File: src/rtl/mwdt_pkg.sv
package mwdt_pkg;
    localparam int DATA_W  = 8;
    localparam int DIV_W   = 2;
    localparam int PRE_W   = (1 << DIV_W) - 1;
    localparam int ADDR_W  = 1;

    localparam logic [ADDR_W-1:0] ADDR_MODE = 1'b0;
    localparam logic [ADDR_W-1:0] ADDR_CNT  = 1'b1;

    localparam int EN_BIT  = 7;
    localparam int SEL_BIT = 6;
    localparam int CLR_BIT = 5;

    localparam logic [DATA_W-1:0] MATCH_RST = '1;

    typedef struct packed {
        logic             en;
        logic             sel;
        logic             clr;
        logic [DIV_W-1:0] div;
    } mode_t;
endpackage

File: src/rtl/mwdt_prescale.sv
module mwdt_prescale
    import mwdt_pkg::*;
#(
    parameter int DW = DIV_W,
    parameter int PW = PRE_W
) (
    input  logic          clk,
    input  logic          rst_n,
    input  logic          tick_i,
    input  logic          en_i,
    input  logic [DW-1:0] div_i,
    input  logic          restart_i,
    output logic          step_o
);
    typedef struct packed {
        logic [PW-1:0] pre;
    } pre_t;

    pre_t          s_d, s_q;
    logic [PW-1:0] lim;
    logic          at_lim;

    always_comb begin
        for (int k = 0; k < PW; k++) begin
            lim[k] = (k < int'(div_i));
        end
        at_lim = (s_q.pre == lim);
        step_o = tick_i & en_i & at_lim;
        s_d    = s_q;
        if (restart_i) begin
            s_d.pre = '0;
        end else if (tick_i && en_i) begin
            s_d.pre = at_lim ? '0 : s_q.pre + 1'b1;
        end
    end

    always_ff @(posedge clk or negedge rst_n) begin
        if (!rst_n) s_q <= '0;
        else        s_q <= s_d;
    end

    // prescale count never passes the active limit
    assert_pre_bound_R4: assert property (@(posedge clk) disable iff (!rst_n)
        s_q.pre <= lim);
endmodule

File: src/rtl/mwdt_core.sv
module mwdt_core
    import mwdt_pkg::*;
#(
    parameter int W = DATA_W
) (
    input  logic         clk,
    input  logic         rst_n,
    input  logic         step_i,
    input  logic         clr_i,
    input  logic         sel_i,
    input  logic         ack_i,
    input  logic [W-1:0] match_i,
    output logic [W-1:0] cnt_o,
    output logic         irq_o,
    output logic         rreq_o
);
    typedef struct packed {
        logic [W-1:0] cnt;
        logic         irq;
        logic         rreq;
    } core_t;

    core_t s_d, s_q;
    logic  at_match;
    logic  hit;

    always_comb begin
        at_match = (s_q.cnt == match_i);
        hit      = step_i & ~clr_i & at_match;
        s_d      = s_q;
        if (clr_i) begin
            s_d.cnt = '0;
        end else if (step_i) begin
            s_d.cnt = at_match ? '0 : s_q.cnt + 1'b1;
        end
        s_d.irq  = (hit & ~sel_i) | (s_q.irq & ~ack_i);
        s_d.rreq = hit & sel_i;
    end

    always_ff @(posedge clk or negedge rst_n) begin
        if (!rst_n) s_q <= '0;
        else        s_q <= s_d;
    end

    assign cnt_o  = s_q.cnt;
    assign irq_o  = s_q.irq;
    assign rreq_o = s_q.rreq;

    // no pulse and no clear means the count holds
    assert_cnt_hold_R3: assert property (@(posedge clk) disable iff (!rst_n)
        (!step_i && !clr_i) |=> s_q.cnt == $past(s_q.cnt));
    // a counted pulse at the match value wraps to zero
    assert_wrap_R5: assert property (@(posedge clk) disable iff (!rst_n)
        (step_i && !clr_i && s_q.cnt == match_i) |=> s_q.cnt == '0);
    // a pending flag survives until acknowledged
    assert_irq_hold_R6: assert property (@(posedge clk) disable iff (!rst_n)
        (s_q.irq && !ack_i) |=> s_q.irq);
    // reset request only in watchdog mode, never with a new interrupt
    assert_rreq_mode_R7: assert property (@(posedge clk) disable iff (!rst_n)
        s_q.rreq |-> ($past(sel_i) && !$rose(s_q.irq)));
    // a clear always wins over a coinciding match
    assert_clear_wins_R8: assert property (@(posedge clk) disable iff (!rst_n)
        clr_i |=> (s_q.cnt == '0 && !s_q.rreq));
endmodule

File: src/rtl/match_wdt.sv
module match_wdt
    import mwdt_pkg::*;
(
    input  logic              clk,
    input  logic              rst_n,
    input  logic              bus_we,
    input  logic [ADDR_W-1:0] bus_addr,
    input  logic [DATA_W-1:0] bus_wdata,
    output logic [DATA_W-1:0] bus_rdata,
    input  logic              tick_in,
    input  logic              int_ack,
    output logic              irq_o,
    output logic              rst_req_o
);
    typedef struct packed {
        mode_t             mode;
        logic [DATA_W-1:0] match;
    } regs_t;

    regs_t             r_d, r_q;
    logic              wr_mode;
    logic              wr_match;
    logic              clr_w;
    logic              step_w;
    logic [DATA_W-1:0] cnt_w;
    logic              unused_wbits;

    assign unused_wbits = ^bus_wdata[CLR_BIT-1:DIV_W];

    always_comb begin
        wr_mode  = bus_we && (bus_addr == ADDR_MODE);
        wr_match = bus_we && (bus_addr == ADDR_CNT);
        clr_w    = wr_mode && bus_wdata[CLR_BIT];
        r_d      = r_q;
        r_d.mode.clr = clr_w;
        if (wr_mode) begin
            r_d.mode.en  = bus_wdata[EN_BIT];
            r_d.mode.sel = bus_wdata[SEL_BIT];
            r_d.mode.div = bus_wdata[DIV_W-1:0];
        end
        if (wr_match) begin
            r_d.match = bus_wdata;
        end
    end

    always_ff @(posedge clk or negedge rst_n) begin
        if (!rst_n) begin
            r_q.mode  <= '0;
            r_q.match <= MATCH_RST;
        end else begin
            r_q <= r_d;
        end
    end

    always_comb begin
        bus_rdata = '0;
        if (bus_addr == ADDR_CNT) begin
            bus_rdata = cnt_w;
        end else begin
            bus_rdata[EN_BIT]      = r_q.mode.en;
            bus_rdata[SEL_BIT]     = r_q.mode.sel;
            bus_rdata[CLR_BIT]     = r_q.mode.clr;
            bus_rdata[DIV_W-1:0]   = r_q.mode.div;
        end
    end

    mwdt_prescale #(.DW(DIV_W), .PW(PRE_W)) u_pre (
        .clk      (clk),
        .rst_n    (rst_n),
        .tick_i   (tick_in),
        .en_i     (r_q.mode.en),
        .div_i    (r_q.mode.div),
        .restart_i(wr_mode),
        .step_o   (step_w)
    );

    mwdt_core #(.W(DATA_W)) u_core (
        .clk    (clk),
        .rst_n  (rst_n),
        .step_i (step_w),
        .clr_i  (clr_w),
        .sel_i  (r_q.mode.sel),
        .ack_i  (int_ack),
        .match_i(r_q.match),
        .cnt_o  (cnt_w),
        .irq_o  (irq_o),
        .rreq_o (rst_req_o)
    );

    // the clear bit is only ever seen right after a write that set it
    assert_clr_self_R8: assert property (@(posedge clk) disable iff (!rst_n)
        r_q.mode.clr |-> $past(wr_mode && bus_wdata[CLR_BIT]));
    // the match value moves only on a write to the shared address
    assert_match_keep_R9: assert property (@(posedge clk) disable iff (!rst_n)
        !wr_match |=> r_q.match == $past(r_q.match));
endmodule

File: config.mk
export PLATFORM = sky130hd
export DESIGN_NAME = match_wdt
export DESIGN_NICKNAME = d
export VERILOG_FILES = /design/src/rtl/mwdt_pkg.sv /design/src/rtl/mwdt_prescale.sv /design/src/rtl/mwdt_core.sv /design/src/rtl/match_wdt.sv
export SDC_FILE = /design/constraint.sdc
export NUM_CORES = 1
export LEC_CHECK = 0
export BUFFER_PORTS_ARGS = -buffer_cell sky130_fd_sc_hd__buf_2
export CAP_MARGIN = 20
export CORE_AREA = 5 5 69 71
export CTS_BUF_LIST = sky130_fd_sc_hd__clkbuf_16
export DETAILED_ROUTE_END_ITERATION = 6
export DIE_AREA = 0 0 74 76
export PLACE_DENSITY = 0.68
export SYNTH_ARGS = -nofsm -noshare
export SYNTH_HDL_FRONTEND = slang
export SYNTH_SLANG_ARGS = --single-unit
export TNS_END_PERCENT = 30
File: constraint.sdc
create_clock -name clk -period 2.3 [get_ports clk]
set_input_delay 0.46 -clock clk [delete_from_list [all_inputs] [get_ports clk]]
set_output_delay 0.46 -clock clk [all_outputs]
set_load 0.01 [all_outputs]
Word-level counts from Yosys, hierarchy flattened
Cells that the tools add are included.
- word-level logic and storage cells: 43
- input bits: 14
- register bits after elaboration: 26
- equal/unequal tests: 2
- add/sub/neg operators: 2
- bitwise logic cells: 12
- reduce and logical (&&, ||, !) cells: 6
- multiplexer cells: 9
- $lt $le $gt $ge: 3
- operators by type and width (kind ; count):
    8-bit 2-to-1 mux ; 3
    3-bit 2-to-1 mux ; 5
    8-bit by 1-bit adder with 8-bit output (second input constant) ; 1
    8-bit == test ; 1
    1-bit bitwise AND ; 7
    1-bit logical AND ; 4
    1-bit by 2-bit less-than comparator with 1-bit output (first input constant) ; 2
    1-bit inverter ; 4
    2-bit nonzero test ; 2
    3-bit by 1-bit adder with 3-bit output (second input constant) ; 1
    3-bit == test ; 1
    2-bit less-than comparator (first input constant) ; 1
    2-bit 2-to-1 mux ; 1
    1-bit bitwise OR ; 1

Logic depth before layout (Yosys ltp)
Gate-level depths: netlist (run 1).
- depth in word-level cells: 8
- mapped depth: 6
- gate-level depth less buffers: 5

Hierarchy
From an unflattened synthesis (run 1), not the netlist that was laid out.
- cells, all modules: 128
- area total of the unflattened synthesis: 1431.4 µm²
- by module, submodules not included (module ; area each (µm²) ; cells an instance ; instances ; sequential area each (µm²)):
    match_wdt ; 604.3 ; 38 ; 1 ; 335.3
    mwdt_core ; 579.3 ; 63 ; 1 ; 250.2
    mwdt_prescale ; 247.7 ; 27 ; 1 ; 75.1

Worst setup path before layout (run 1)
No wires, ideal clock.
- path type: register to register
- start point: register r_q[9] (netlist name)
- end point: register u_core.s_q, in the netlist u_core.cnt_o[2]
- data arrival time: 1.475 ns
- clock period less this slack: 1.618 ns
- path buffers: 0
- setup time: 0.144 ns
- stages on the path, launching flop included: 5
- slack: 0.682 ns
- path through: dfrtp_1 > nor4b_4 > o31ai_2 > a2111oi_4 > nor4_1
- word-level cells in the longest chain between the ends: 4
- elaborated cells between the ends (all ways): 6
- classes of those cells: order compare: 3; eq/ne: 1; bitwise: 1; reduce/logical: 1
- RTL lines (what ; line ; RTL):
    start: declaration ; match_wdt.sv:20 ; regs_t r_d, r_q;
    start signal: assignment ; match_wdt.sv:51 ; r_q <= r_d;
    1-bit by 2-bit less-than comparator with 1-bit output / 2-bit less-than comparator (equally long branches) ; mwdt_prescale.sv:25 ; lim[k] = (k < int'(div_i));
    3-bit == test * ; mwdt_prescale.sv:27 ; at_lim = (s_q.pre == lim);
    1-bit bitwise AND * ; mwdt_prescale.sv:28 ; step_o = tick_i & en_i & at_lim;
    2-bit nonzero test (no source line) * ; -- ;
    end signal: assignment ; mwdt_core.sv:41 ; if (!rst_n) s_q <= '0;
    end signal: assignment ; mwdt_core.sv:42 ; else s_q <= s_d;
    end: declaration ; mwdt_core.sv:23 ; core_t s_d, s_q;
Mark *: on every way between the ends. The rest lies on a longest branch, timed or not.
A chain may end at the register's enable or synchronous reset.

==> flow_summary.toml, run 1 <==
[outcome]
status = "finished clean"

[setup_path]
cp_data_required_time_ps = 2490
worstSetupPathType = "reg -> reg"
critPathLaunch = "r_q[9]"
cp-end-kind = "flop"
worst-path-max-fanout = 8
path_cells = "nor4b_4 > o31ai_2 > a2111oi_4 > a22o_1"
cp_data_arrival_time_ps = 2030
r2r_end = "u_core.irq_o"
reg2reg_depth = 4
crit_path_end = "u_core.irq_o"
cp_slowest_cell = "a2111oi_4"
r2r_start = "r_q[9]"
critPathLaunchType = "flop"
rrSetupSlack_ps = 470
max_stage_delay_ps = 560

[synthesis]
synth_nets = 151
netlist_area_sq_um = 1540
ys_types = 41
synth_area_leader_cell = "dfrtp_1"
netlist.area_leader.share_pct = 29.2
postSynthCellCount = 135
ys_top_cells_by_area = "dfrtp_1 29%, dfstp_2 14%, mux2_2 12%"
avgSynthCellArea_sq_um = 11.4
seq_area_frac_synth_pct = 42.9
ys.warnings.count = 0
yosys_register_bits = 26

[sta]
layout_min_cycle_time_ps = 1830
rsz0062_at_grt = "no"
fin_setup_tns_ps = 0
holdWs_ps = 200
setup_violations = 0
max_slew_margin_pct = 57.5
timing.fmax_mhz = 546
fin_skew_ps = 3.05
fin_ws_ps = 468
worst_pin_slew_ps = 636
fin_crit_sh_pct = 79.7
hold_viol = 0
finalMaxSlewViolations = 0

[clocking]
cts_made_buffers = 3
insertion_delay_ps = 260
clk_pin_slew_ps = 60
cts-resized-gates = 0
postCtsHoldBufs = 0
clkSinkCount = 26
cts_tree = "yes"
cts_root_buffer = "clkbuf_16"
post_cts_buffers = 0
clk_path_buf_depth = 2
ctsHtreeMaxLevel = 1

[layout]
num_antenna_cells = 0
nNetsFinal = 172
drive_gt1_share_pct = 37.4
syn2layout_area_growth_pct = 14.5

[placement]
hpwl_mm = 2.61
place_ws_ps = 452
portBuffers = 23
globalplace.congestion = 0.716

[pwr]
share_clk_of_total_power_pct = 30.6
leakagePower_nw = 0.797
internal_power_uw = 899
netSwitchingPower_uw = 357
pwr-share-seq_pct = 47.9
p_per_area_nw_per_um2 = 712
p_comb_share_pct = 21.4
swShare_pct = 28.4
vdd_drop_max_mv = 0.542

[route]
post-route-drc-count = 0
ant_nets = 0
viasPerCell = 5.58
avgRoutedWirePerCell_um = 16.3
wirelength_mm = 3.38
dr.pass1.iters = 4
vias = 1155
drt_iter0_drc = 42

[grt]
grt_overflow = 0
grt_max_degree = 27
grt_pass1_wl_mm = 5.73
first_global_vias = 1166
grt.total_usage_pct = 12.6
antenna_found_initial = 0

[floorplan]
core-area_sq_um = 4170
initial_core_util_pct = 36.9
rows = 24
die_y_um = 76
num_io_pins = 24
dieArea_sq_um = 5620
die_w_um = 74

[flow_run]
maxCapViolCount = 0

[hold_path]
worstHoldPathType = "in -> async"
-- logic make-up (layout without fill, tap and decap cells) --
kind of cell	Yosys count	count (layout)	share of synthesized area, %
compound gates	28	28	17.3
xor+xnor	8	8	4.55
fa+ha+maj	2	2	1.62
buf+inv	9	29	2.76
flops	26	26	42.9
mux	17	17	12.4
simple gates	45	45	18.4
-- routing by layer --
layer,share of wire [%],track usage (%),vias to the layer above
met2,50,20.1,30
met5,0,0,-
met4,0.30,1.99,0
met3,4.2,2.24,2
li1,-,-,555
met1,45,17.8,568
-- stage by stage --
stage	total power [mW]	instance area (sq um)	utilization, %	cells
after CTS	1.27	1760	42.3	207
final	1.26	1760	42.3	207
after detailed placement	0.883	1690	40.4	203
after global routing	1.32	1760	42.3	207
after floorplan	0.792	1540	-	135
after global placement	0.860	1690	40.4	203
-- worst max-delay path, delay by kind of cell, from the launching register on --
family	cells	cell delay [ps]
compound gates	3	940
flops	1	470
simple gates	1	360
-- cell usage after synthesis --
cell type and number:
dfrtp_1 18, mux2_2 17, dfstp_2 8, nand2_1 8, xnor2_1 8, and2_1 6, a311oi_1 5, clkbuf_1 5
nor2_1 5, and3_1 4, nand4_1 4, o31ai_1 4, nor3_1 3, o311ai_0 3, a21oi_1 2, and4_1 2
ha_1 2, inv_1 2, nand3b_1 2, nor4_1 2, o211a_1 2, o21a_1 2, o21ai_0 2, or3_1 2
a2111oi_4 1, a21o_1 1, a21oi_2 1, a22o_1 1, a31o_2 1, a41o_1 1, and4bb_1 1, and4bb_2 1
buf_6 1, clkbuf_2 1, nand2b_1 1, nand3_1 1, nor2b_1 1, nor4b_4 1, o2bb2ai_4 1, o31ai_2 1
or3b_1 1
-- state kept, by name, indices dropped and copies added (netlist names) --
name and count:
u_core.cnt_o 8, r_q 13, u_pre.s_q 3, u_core.irq_o 1
u_core.rreq_o 1
-- area by class of cell --
| type | count | area [sq um] |
|---|---|---|
| clock buffer | 3 | 75.1 |
| clock inverter | 1 | 3.75 |
| fill | 388 | 2410 |
| inverter | 2 | 7.51 |
| multi-input combinational | 100 | 837 |
| sequential | 26 | 661 |
| tap | 52 | 65.1 |
| timing repair buffer | 23 | 115 |
-- cells in the final DEF (no fill, tap or decap), types with 2 or more instances in the layout --
master and instances:
a21oi_1 2, a311oi_1 5, and2_1 6, and3_1 4, and4_1 2, buf_2 23, clkbuf_16 3, dfrtp_1 18
dfstp_2 8, ha_1 2, inv_1 3, mux2_2 17, nand2_1 8, nand3b_1 2, nand4_1 4, nor2_1 5
nor3_1 3, nor4_1 2, o211a_1 2, o21a_1 2, o21ai_0 2, o311ai_0 3, o31ai_1 4, or3_1 2
xnor2_1 8
-- power by group through the flow --
stage / clock network [mW] / registers [mW] / logic (mW)
4_1_cts: 0.394 / 0.603 / 0.272
2_1_floorplan: 0 / 0.586 / 0.206
6_report: 0.385 / 0.602 / 0.269
5_1_grt: 0.410 / 0.613 / 0.299
3_5_place_dp: 0 / 0.611 / 0.273
3_3_place_gp: 0 / 0.602 / 0.259
-- how the worst min path moves through the flow --
stage / start / end / slack, ps / cells after the start
final: rst_n / r_q[11] / 200 / 1
after CTS: rst_n / r_q[11] / 220 / 1
after detailed placement: rst_n / r_q[11] / 490 / 1
after global routing: rst_n / r_q[11] / 250 / 1
after global placement: rst_n / r_q[11] / 470 / 1
after floorplan: rst_n / r_q[10] / 160 / 0
(Power assumes the default switching activity.)
==> inputs of run 2 (changes only) <==
Clock period 2.3 ns to 1.7 ns, I/O delays scaled along.
==> run 2 against run 1 <==
- the flow now finishes with violations (setup timing)
- worst setup slack got worse by 470 ps
- clock skew is essentially flat
- largest power group unchanged
- critical path depth is 1 higher
- clock power grew 79%
- core utilization increased by 5.1 points
- via count grew 7.4%
- die area unchanged
- global-route usage is 1.8 points higher
==> flow_summary.toml, run 2 (synthesis gave the netlist of run 1 again) <==
[outcome]
status = "finished, violations left"
violations = "setup timing"

[placement]
place_area_sq_um = 1770
portBuffers = 23
globalplace.congestion = 0.876
place_ws_ps = -87.5
hpwl_mm = 2.75

[clocking]
cts_made_buffers = 3
clkSinkCount = 26
ctsHtreeMaxLevel = 1
postCtsHoldBufs = 0
clk_path_buf_depth = 2
cts_root_buffer = "clkbuf_16"
clk_pin_slew_ps = 70
cts_tree = "yes"
insertion_delay_ps = 260

[flow_run]
maxCapViolCount = 0

[sta]
hold_viol = 0
fin_setup_tns_ps = -2.41
worst_pin_slew_ps = 566
rsz0062_at_grt = "yes"
fin_ws_ps = -2.41
layout_min_cycle_time_ps = 1700
finalMaxSlewViolations = 0
fin_skew_ps = 2.80
fin_crit_sh_pct = 100
setup_violations = 1
holdWs_ps = 64.7
max_slew_margin_pct = 62.3
timing.fmax_mhz = 587

[setup_path]
reg2reg_depth = 5
worst-path-max-fanout = 5
r2r_start = "r_q[9]"
critPathLaunchType = "flop"
path_cells = "buf_4 > and4bb_2 > o2bb2ai_2 > o211a_1 > nor4_1"
cp_data_arrival_time_ps = 1840
rrSetupSlack_ps = -2
worstSetupPathType = "reg -> reg"
worst-path-buf-inv = 1
path_delay_family = "simple AND/OR/NAND/NOR gates"
cp_num_cells = 5
cp_slowest_cell = "dfrtp_2"
r2r_end = "u_core.cnt_o[2]"
cp-end-kind = "flop"
max_stage_delay_ps = 410
cp_data_required_time_ps = 1830

[route]
post-route-drc-count = 0
wl_met3_um = 149
drt_iter0_drc = 43
viasPerCell = 5.57
dr.pass1.iters = 4
vias = 1241
ant_nets = 0
dr_wl_met2_mm = 1.98
wl_met1_mm = 1.68
avgRoutedWirePerCell_um = 17.4
wirelength_mm = 3.87
top_layer_used = "met4"

[floorplan]
die_w_um = 74
num_io_pins = 24
die_y_um = 76
rows = 24
initial_core_util_pct = 36.9
core-area_sq_um = 4170
dieArea_sq_um = 5620

[grt]
grt.total_usage_pct = 14.4
antenna_found_initial = 0
grt_overflow = 0
grt_max_degree = 27
first_global_vias = 1319
grt_pass1_wl_mm = 6.43

[pwr]
vdd_drop_max_mv = 0.712
p_per_area_nw_per_um2 = 1000
leakagePower_nw = 0.885

[layout]
syn2layout_area_growth_pct = 28.3
nNetsFinal = 188
multiInputGateArea_sq_um = 903
fillers = 367
top_register = "r_q"
design_area_sq_um = 1980
mostFrequentLayoutCell = "buf_2"
drive_gt1_share_pct = 50.3
num_antenna_cells = 0
final_cell_mix = "23 x buf_2, 17 x mux2_2, 15 x buf_4"
ff_latch_area_sq_um = 667
largest_reg_flops = 13

[hold_path]
worstHoldPathType = "in -> async"
==> run 2: routing by layer <==
| layer | vias to the layer above | GRT usage [%] |
|---|---|---|
| li1 | 587 | - |
| met1 | 620 | 18.5 |
| met2 | 25 | 23.8 |
| met3 | 9 | 3.17 |
| met4 | 0 | 4.35 |
| met5 | - | 0 |
==> run 2: repair_timing <==
item,4_1_cts,5_1_grt
cloned,1,0
endpoints found under the setup margin,9,10
pin swaps,5,3
resized for setup,10,5
buffers inserted,3,1
==> run 2: worst max path at each step <==
stage	startpoint	to	slack, ps
final	r_q[9]	u_core.cnt_o[2]	-2
after CTS	r_q[8]	u_core.cnt_o[6]	4
after floorplan	r_q[9]	u_core.cnt_o[2]	80
after global routing	u_pre.s_q[1]	u_core.irq_o	-50
after global placement	u_pre.s_q[1]	u_core.cnt_o[5]	10
after detailed placement	u_pre.s_q[2]	u_core.cnt_o[4]	-90
==> run 2: area by class of cell <==
cell class	count	area share, %
Timing Repair Buffer	38	11.5
Clock inverter	1	1.52
Clock buffer	3	3.80
Inverter	2	0.380
Tap cell	52	3.29
Multi-Input combinational cell	101	45.7
Sequential cell	26	33.8
==> run 2: report_power, final <==
part	internal (mW)	leakage (nW)	switching, mW
logic	0.242	0.516	0.224
clock network	0.469	0.0511	0.220
registers	0.716	0.317	0.106
total	1.43	0.885	0.549
==> run 2: per-stage QoR <==
stage                     instances  power (mW)  util (%)
final                           223        1.98      47.3
after floorplan                 135        1.07         -
after CTS                       222        1.96      46.9
after global placement          214        1.19      42.4
after global routing            223        2.07      47.3
after detailed placement        214        1.21      42.4
